<file path="src/rtl/wb_pkg.sv">
package wb_pkg;
  parameter int WB_NPOT = 4;
  parameter int WB_NREG = 4;
  parameter int WB_BITS = 6;
  parameter int WB_BYTE = 8;
  localparam int WB_PB   = $clog2(WB_NPOT);
  localparam int WB_RB   = $clog2(WB_NREG);
  localparam int WB_NTAP = 1 << WB_BITS;

  typedef enum logic [3:0] {
    OP_RD_WIPER  = 4'b1001,
    OP_WR_WIPER  = 4'b1010,
    OP_RD_SLOT   = 4'b1011,
    OP_WR_SLOT   = 4'b1100,
    OP_SLOT2WIP  = 4'b1101,
    OP_WIP2SLOT  = 4'b1110,
    OP_GANG_LOAD = 4'b0001,
    OP_GANG_SAVE = 4'b1000,
    OP_STEP_ARM  = 4'b0010,
    OP_STATUS    = 4'b0101
  } wbOp_e;

  typedef struct packed {
    logic               bootLoad;
    logic               wrWiper;
    logic               wrSlot;
    logic               slotToWiper;
    logic               wiperToSlot;
    logic               gangLoad;
    logic               gangSave;
    logic               rdWiper;
    logic               rdSlot;
    logic               rdStatus;
    logic               step;
    logic               stepUp;
    logic [WB_PB-1:0]   pot;
    logic [WB_RB-1:0]   slot;
    logic [WB_BITS-1:0] value;
  } wbStrobes_t;

  function automatic logic [WB_BITS-1:0] powerUpImage(input int p, input int r);
    logic [31:0] raw;
    raw = 32'(16 * p + 5 * r + 7);
    return raw[WB_BITS-1:0];
  endfunction
endpackage

</file>
<file path="src/rtl/wb_ctrl.sv">
module wb_ctrl
  import wb_pkg::*;
(
  input  logic               clk,
  input  logic               rstN,
  input  logic               cmdValid,
  input  logic [3:0]         opcode,
  input  logic [WB_RB-1:0]   regSel,
  input  logic [WB_PB-1:0]   potSel,
  input  logic [WB_BYTE-1:0] dataIn,
  input  logic               stepValid,
  input  logic               stepUp,
  input  logic               wipFlag,
  output wbStrobes_t         strobes
);
  logic             bootPending;
  logic             armed;
  logic [WB_PB-1:0] armedPot;

  always_comb begin
    strobes       = '0;
    strobes.pot   = potSel;
    strobes.slot  = regSel;
    strobes.value = dataIn[WB_BITS-1:0];
    if (bootPending) begin
      strobes.bootLoad = 1'b1;
    end else if (cmdValid) begin
      case (opcode)
        OP_RD_WIPER:  strobes.rdWiper     = 1'b1;
        OP_WR_WIPER:  strobes.wrWiper     = 1'b1;
        OP_RD_SLOT:   strobes.rdSlot      = 1'b1;
        OP_WR_SLOT:   strobes.wrSlot      = !wipFlag;
        OP_SLOT2WIP:  strobes.slotToWiper = 1'b1;
        OP_WIP2SLOT:  strobes.wiperToSlot = !wipFlag;
        OP_GANG_LOAD: strobes.gangLoad    = 1'b1;
        OP_GANG_SAVE: strobes.gangSave    = !wipFlag;
        OP_STATUS:    strobes.rdStatus    = 1'b1;
        default:      ;
      endcase
    end else if (stepValid && armed) begin
      strobes.step   = 1'b1;
      strobes.stepUp = stepUp;
      strobes.pot    = armedPot;
    end
  end

  always_ff @(posedge clk or negedge rstN) begin
    if (!rstN) begin
      bootPending <= 1'b1;
      armed       <= 1'b0;
      armedPot    <= '0;
    end else begin
      bootPending <= 1'b0;
      if (!bootPending && cmdValid) begin
        armed    <= (opcode == OP_STEP_ARM);
        armedPot <= potSel;
      end
    end
  end

  // a command in the step cycle suppresses the step
  p_step_dropped_r12: assert property (@(posedge clk) disable iff (!rstN)
    (cmdValid && stepValid) |-> !strobes.step);
endmodule

</file>
<file path="src/rtl/wb_datapath.sv">
module wb_datapath
  import wb_pkg::*;
(
  input  logic                       clk,
  input  logic                       rstN,
  input  wbStrobes_t                 ctl,
  input  logic                       wipFlag,
  output logic                       rdValid,
  output logic [WB_BYTE-1:0]         rdData,
  output logic                       commitReq,
  output logic [WB_NPOT*WB_BITS-1:0] wiperFlat
);
  localparam logic [WB_BITS-1:0] TOP_CODE = {WB_BITS{1'b1}};
  localparam int PADW = WB_BYTE - WB_BITS;

  logic [WB_BITS-1:0] wiper [WB_NPOT];
  logic [WB_BITS-1:0] bank  [WB_NPOT][WB_NREG];

  function automatic logic [WB_BITS-1:0] nudge(input logic [WB_BITS-1:0] cur, input logic up);
    if (up) return (cur == TOP_CODE) ? cur : cur + 1'b1;
    return (cur == '0) ? cur : cur - 1'b1;
  endfunction

  always_ff @(posedge clk or negedge rstN) begin
    if (!rstN) begin
      for (int p = 0; p < WB_NPOT; p++) begin
        wiper[p] <= '0;
        for (int r = 0; r < WB_NREG; r++) bank[p][r] <= powerUpImage(p, r);
      end
      rdValid   <= 1'b0;
      rdData    <= '0;
      commitReq <= 1'b0;
    end else begin
      rdValid   <= ctl.rdWiper | ctl.rdSlot | ctl.rdStatus;
      commitReq <= ctl.wrSlot | ctl.wiperToSlot | ctl.gangSave;
      if (ctl.rdWiper)       rdData <= {{PADW{1'b0}}, wiper[ctl.pot]};
      else if (ctl.rdSlot)   rdData <= {{PADW{1'b0}}, bank[ctl.pot][ctl.slot]};
      else if (ctl.rdStatus) rdData <= {{(WB_BYTE-1){1'b0}}, wipFlag};
      for (int p = 0; p < WB_NPOT; p++) begin
        if (ctl.bootLoad)      wiper[p] <= bank[p][0];
        else if (ctl.gangLoad) wiper[p] <= bank[p][ctl.slot];
        else if (WB_PB'(p) == ctl.pot) begin
          if (ctl.wrWiper)          wiper[p] <= ctl.value;
          else if (ctl.slotToWiper) wiper[p] <= bank[p][ctl.slot];
          else if (ctl.step)        wiper[p] <= nudge(wiper[p], ctl.stepUp);
        end
        if (ctl.gangSave) bank[p][ctl.slot] <= wiper[p];
        else if (WB_PB'(p) == ctl.pot) begin
          if (ctl.wrSlot)           bank[p][ctl.slot] <= ctl.value;
          else if (ctl.wiperToSlot) bank[p][ctl.slot] <= wiper[p];
        end
      end
    end
  end

  for (genvar gp = 0; gp < WB_NPOT; gp++) begin : g_flat
    assign wiperFlat[gp*WB_BITS +: WB_BITS] = wiper[gp];
  end

  // live settings only move under a wiper-changing strobe
  p_wiper_hold_r6: assert property (@(posedge clk) disable iff (!rstN)
    !(ctl.bootLoad | ctl.gangLoad | ctl.wrWiper | ctl.slotToWiper | ctl.step)
    |=> $stable(wiperFlat));
  // upward step at the top code leaves everything unchanged
  p_sat_top_r7: assert property (@(posedge clk) disable iff (!rstN)
    (ctl.step && ctl.stepUp && wiper[ctl.pot] == TOP_CODE) |=> $stable(wiperFlat));
  // downward step at code zero leaves everything unchanged
  p_sat_bottom_r7: assert property (@(posedge clk) disable iff (!rstN)
    (ctl.step && !ctl.stepUp && wiper[ctl.pot] == '0) |=> $stable(wiperFlat));
  // status byte carries only the busy flag
  p_status_upper_r8: assert property (@(posedge clk) disable iff (!rstN)
    ctl.rdStatus |=> (rdValid && rdData[WB_BYTE-1:1] == '0));
endmodule

</file>
<file path="src/rtl/wb_tapdecode.sv">
module wb_tapdecode
  import wb_pkg::*;
(
  input  logic [WB_NPOT*WB_BITS-1:0] codeFlat,
  output logic [WB_NPOT*WB_NTAP-1:0] tapFlat
);
  for (genvar gp = 0; gp < WB_NPOT; gp++) begin : g_pot
    assign tapFlat[gp*WB_NTAP +: WB_NTAP] =
      WB_NTAP'(1) << codeFlat[gp*WB_BITS +: WB_BITS];
  end
endmodule

</file>
<file path="src/rtl/wiper_bank_exec.sv">
module wiper_bank_exec
  import wb_pkg::*;
(
  input  logic                       clk,
  input  logic                       rstN,
  input  logic                       cmdValid,
  input  logic [3:0]                 opcode,
  input  logic [WB_RB-1:0]           regSel,
  input  logic [WB_PB-1:0]           potSel,
  input  logic [WB_BYTE-1:0]         dataIn,
  input  logic                       stepValid,
  input  logic                       stepUp,
  input  logic                       wipFlag,
  output logic                       rdValid,
  output logic [WB_BYTE-1:0]         rdData,
  output logic                       commitReq,
  output logic [WB_NPOT*WB_BITS-1:0] wiperCode,
  output logic [WB_NPOT*WB_NTAP-1:0] tapSel
);
  wbStrobes_t strobes;

  wb_ctrl u_ctrl (
    .clk(clk), .rstN(rstN), .cmdValid(cmdValid), .opcode(opcode),
    .regSel(regSel), .potSel(potSel), .dataIn(dataIn),
    .stepValid(stepValid), .stepUp(stepUp), .wipFlag(wipFlag),
    .strobes(strobes)
  );

  wb_datapath u_dp (
    .clk(clk), .rstN(rstN), .ctl(strobes), .wipFlag(wipFlag),
    .rdValid(rdValid), .rdData(rdData), .commitReq(commitReq),
    .wiperFlat(wiperCode)
  );

  wb_tapdecode u_tap (.codeFlat(wiperCode), .tapFlat(tapSel));

  // a busy save timer blocks the commit of a slot write
  p_busy_no_commit_r9: assert property (@(posedge clk) disable iff (!rstN)
    (cmdValid && wipFlag && opcode == OP_WR_SLOT) |=> !commitReq);

  for (genvar gp = 0; gp < WB_NPOT; gp++) begin : g_chk
    // exactly one tap per ladder
    p_tap_onehot_r11: assert property (@(posedge clk) disable iff (!rstN)
      $countones(tapSel[gp*WB_NTAP +: WB_NTAP]) == 1);
  end
endmodule

</file>
<file path="config.mk">
export PLATFORM = sky130hd
export DESIGN_NAME = wiper_bank_exec
export DESIGN_NICKNAME = d
export VERILOG_FILES = /design/src/rtl/wb_pkg.sv /design/src/rtl/wb_ctrl.sv /design/src/rtl/wb_datapath.sv /design/src/rtl/wb_tapdecode.sv /design/src/rtl/wiper_bank_exec.sv
export SDC_FILE = /design/constraint.sdc
export NUM_CORES = 1
export LEC_CHECK = 0
export BUFFER_PORTS_ARGS = -buffer_cell sky130_fd_sc_hd__buf_2
export CELL_PAD_IN_SITES_DETAIL_PLACEMENT = 0
export CELL_PAD_IN_SITES_GLOBAL_PLACEMENT = 1
export CORE_MARGIN = 2
export CORE_UTILIZATION = 25
export CTS_CLUSTER_SIZE = 24
export DETAILED_ROUTE_END_ITERATION = 8
export GPL_TIMING_DRIVEN = 1
export PLACE_DENSITY = 0.62
export SLEW_MARGIN = 0
export SYNTH_ARGS = -nofsm -noshare
export SYNTH_HDL_FRONTEND = slang
export SYNTH_SLANG_ARGS = --single-unit
</file>
<file path="constraint.sdc">
create_clock -name clk -period 3.29 [get_ports clk]
set_input_delay 0.4935 -clock clk [delete_from_list [all_inputs] [get_ports clk]]
set_output_delay 0.4935 -clock clk [all_outputs]
set_load 0.05 [all_outputs]
</file>
==> results.ini <==
[status]
status=completed

[global_route]
grt_pass1_vias=10100
grt_max_degree=60
grtUsageTotal_pct=20.7
antenna_found_initial=1
overflow=0
grt_pass1_wl_um=65900

[power_and_ir_drop]
total_power_uw=9600
power_density_mw_per_mm2=733
intPower_uw=4550
p_clk_share_pct=20.6
sequentialPowerShare_pct=27.1
ir_worst_vdd_mv=0.227
switching_share_pct=52.6
switching_power_uw=5050
power_frac_comb_pct=52.3
p_leak_uw=0.00608

[hold_path]
hp-class=in2async

[cts]
ctsHoldBuffers=0
clk_latency_ns=0.43
post-cts-setup-buffer-count=0
clock_path_buffers=2
cts_max_level=4
cts_buffers=17
clk_pin_slew_worst_paths_ns=0.07
cts-resized-gates=0
cts_tree=built
cts_num_sinks=132
root_buffer=clkbuf_16

[sta]
layout_min_cycle_time_ns=2.94
skew_ns=0.00731
hold_viol=0
hold_ws_ns=0.0204
tightest_slew_ns=0.887
rsz0062_at_grt=no
finalSetupViolations=0
drv_slew=0
max_freq_ghz=0.341
timing.final.ws_setup_ns=0.353
relSlewSlack_pct=40.8
finalCritPeriodShare_pct=89.3

[floorplanning]
start_util_pct=25.2
core_mm2=0.0406
dieHeight_um=206
chipWidth_um=206
dieArea_mm2=0.0425
num_rows=74
ios=312

[synthesis]
syn_area_mm2=0.0102
synth_area_leader_cell=dfrtp_1
ys_ff_latch=132
async_reset_ff_share_pct=100
yosysMostFrequentCell=nor2_1
netlist_instances=1286
ys_warn_count=0
synth_flop_cell=dfrtp_1
ys_top_cells_by_area=dfrtp_1 (20%), dfstp_2 (13%), nor2_1 (11%)
synth-edff-count=0
syn-mean-instance-area_um2=7.94
synth_top_area_share_pct=20.3
synth.distinct_cells=73
synth_commonest_cells=nor2_1 (301), nand2_1 (146), a21oi_1 (101), dfrtp_1 (83), clkbuf_1 (69)
ys_seq_area_share_pct=32.9

[place]
io_buffers=307
place_hpwl_um=35100
gp_congestion=0.917
pre_cts_ws_ns=0.348

[worst_setup_path]
worstReg2RegStart=u_ctrl.bootPending
r2r-end=u_dp.bank[93]
crit_type=reg2out
cpPeakStageDelay_ns=0.93
r2r_setup_slack_ns=0.45
critPathCaptureType=output port
critPathRequiredTime_ns=2.80
rr_worst_depth=6
arrival_ns=2.44
cp_max_fo=21
cp-startpoint=u_dp.wiperFlat[16]
critPathLaunchType=register
crit_slowest_cell=dfrtp_1
crit_path_cell_trace=nand3b_1 > or2_2 > nor3_1 > buf_2

[finish]
final_core_util_pct=32.3
area_growth_syn_to_layout_pct=28.3
nets=1617
antennaDiodeCount=0
fillCellCount=4329
drive_above_1_share_pct=35.0

[routing]
dr.pass1.iters=5
wl_per_cell_um=21.4
drc=0
initialDrtViolationCount=1097
routed_wl_um=45300
drt.antenna.violating_nets=0
via_per_inst=5.27
vias=11200

[flow_run]
drv_cap=0

-- through the flow --
stage / TNS, ns / area (um2) / std cells
5_1_grt: 0 / 13100 / 2120
2_1_floorplan: -0.198 / 10200 / 1288
3_3_place_gp: 0 / 12500 / 2088
4_1_cts: 0 / 13100 / 2120
6_report: 0 / 13100 / 2120
3_5_place_dp: 0 / 12500 / 2088
-- per-layer routing --
| metal | vias to the layer above | GRT usage, % | part of all wire, % |
|---|---|---|---|
| met5 | - | 0 | 0 |
| met3 | 57 | 4.08 | 7.9 |
| met4 | 0 | 5.71 | 2.5 |
| li1 | 5138 | - | - |
| met1 | 5437 | 27.5 | 43 |
| met2 | 535 | 34.1 | 47 |
-- worst max path at each step --
stage                                    end  slack (ns)
after floorplan                  tapSel[133]       -0.18
after global placement    u_dp.wiperFlat[16]        0.42
after detailed placement       u_dp.bank[75]        0.35
after CTS                        tapSel[146]        0.38
after global routing             tapSel[146]        0.21
final                            tapSel[146]        0.35
-- flip-flops by register name, summed over array words and instances (netlist names) --
signal,flops
u_dp.rdValid,1
u_dp.commitReq,1
u_ctrl.armed,1
u_dp.wiperFlat,24
u_dp.rdData,6
u_ctrl.bootPending,1
u_dp.bank,96
u_ctrl.armedPot,2
-- power groups by stage --
stage | logic, uW | registers [uW] | clock network, uW
floorplan | 3440 | 2650 | 0
global placement | 4970 | 2620 | 0
detailed placement | 4970 | 2630 | 0
CTS | 5000 | 2600 | 2010
global route | 5390 | 2660 | 2090
finish | 5020 | 2600 | 1980
-- worst max-delay path: cells and delay by family (launching register included) --
family | cells | cell delay [ns]
buffers and inverters | 1 | 0.30
and+or+nand+nor | 3 | 0.79
DFF | 1 | 0.93
-- cell type report --
| type | instances | area (um2) | area share [%] |
|---|---|---|---|
| clock buffer | 17 | 425 | 3.25 |
| timing repair buffer | 369 | 2030 | 15.5 |
| multi-input combinational | 1045 | 6410 | 48.9 |
| sequential | 132 | 3360 | 25.7 |
| tap | 532 | 666 | 5.08 |
| clock inverter | 15 | 171 | 1.31 |
| inverter | 10 | 37.5 | 0.286 |
-- kinds of logic (layout without fill, tap and decap cells) --
family / count (synthesis) / in the layout / synth area share [%]
AOI/OAI and AO/OA: 270 / 270 / 16.6
xor gates and xnor gates: 16 / 16 / 1.37
adders and majority gates: 20 / 20 / 2.74
buffers and inverters: 111 / 411 / 4.70
DFF: 132 / 132 / 32.9
muxes: 94 / 94 / 13.7
other: 1 / 3 / 0.0367
and+or+nand+nor: 642 / 642 / 27.9
-- cells in the final DEF (no fill, tap or decap), types with 16 or more instances in the layout --
cell type and count:
nand4_1 16, clkbuf_16 17, nor2b_1 16, nand2_1 146, buf_4 60, a21oi_1 101, nor2_1 301, mux2i_1 18
mux4_2 32, dfstp_2 49, ha_1 16, or2_2 16, dfrtp_1 83, mux2_2 42, nand2b_1 26, buf_2 306
o21ai_0 61, nor3_1 39, nand3_1 36
Note: power is estimated with default switching activity, not from simulation.
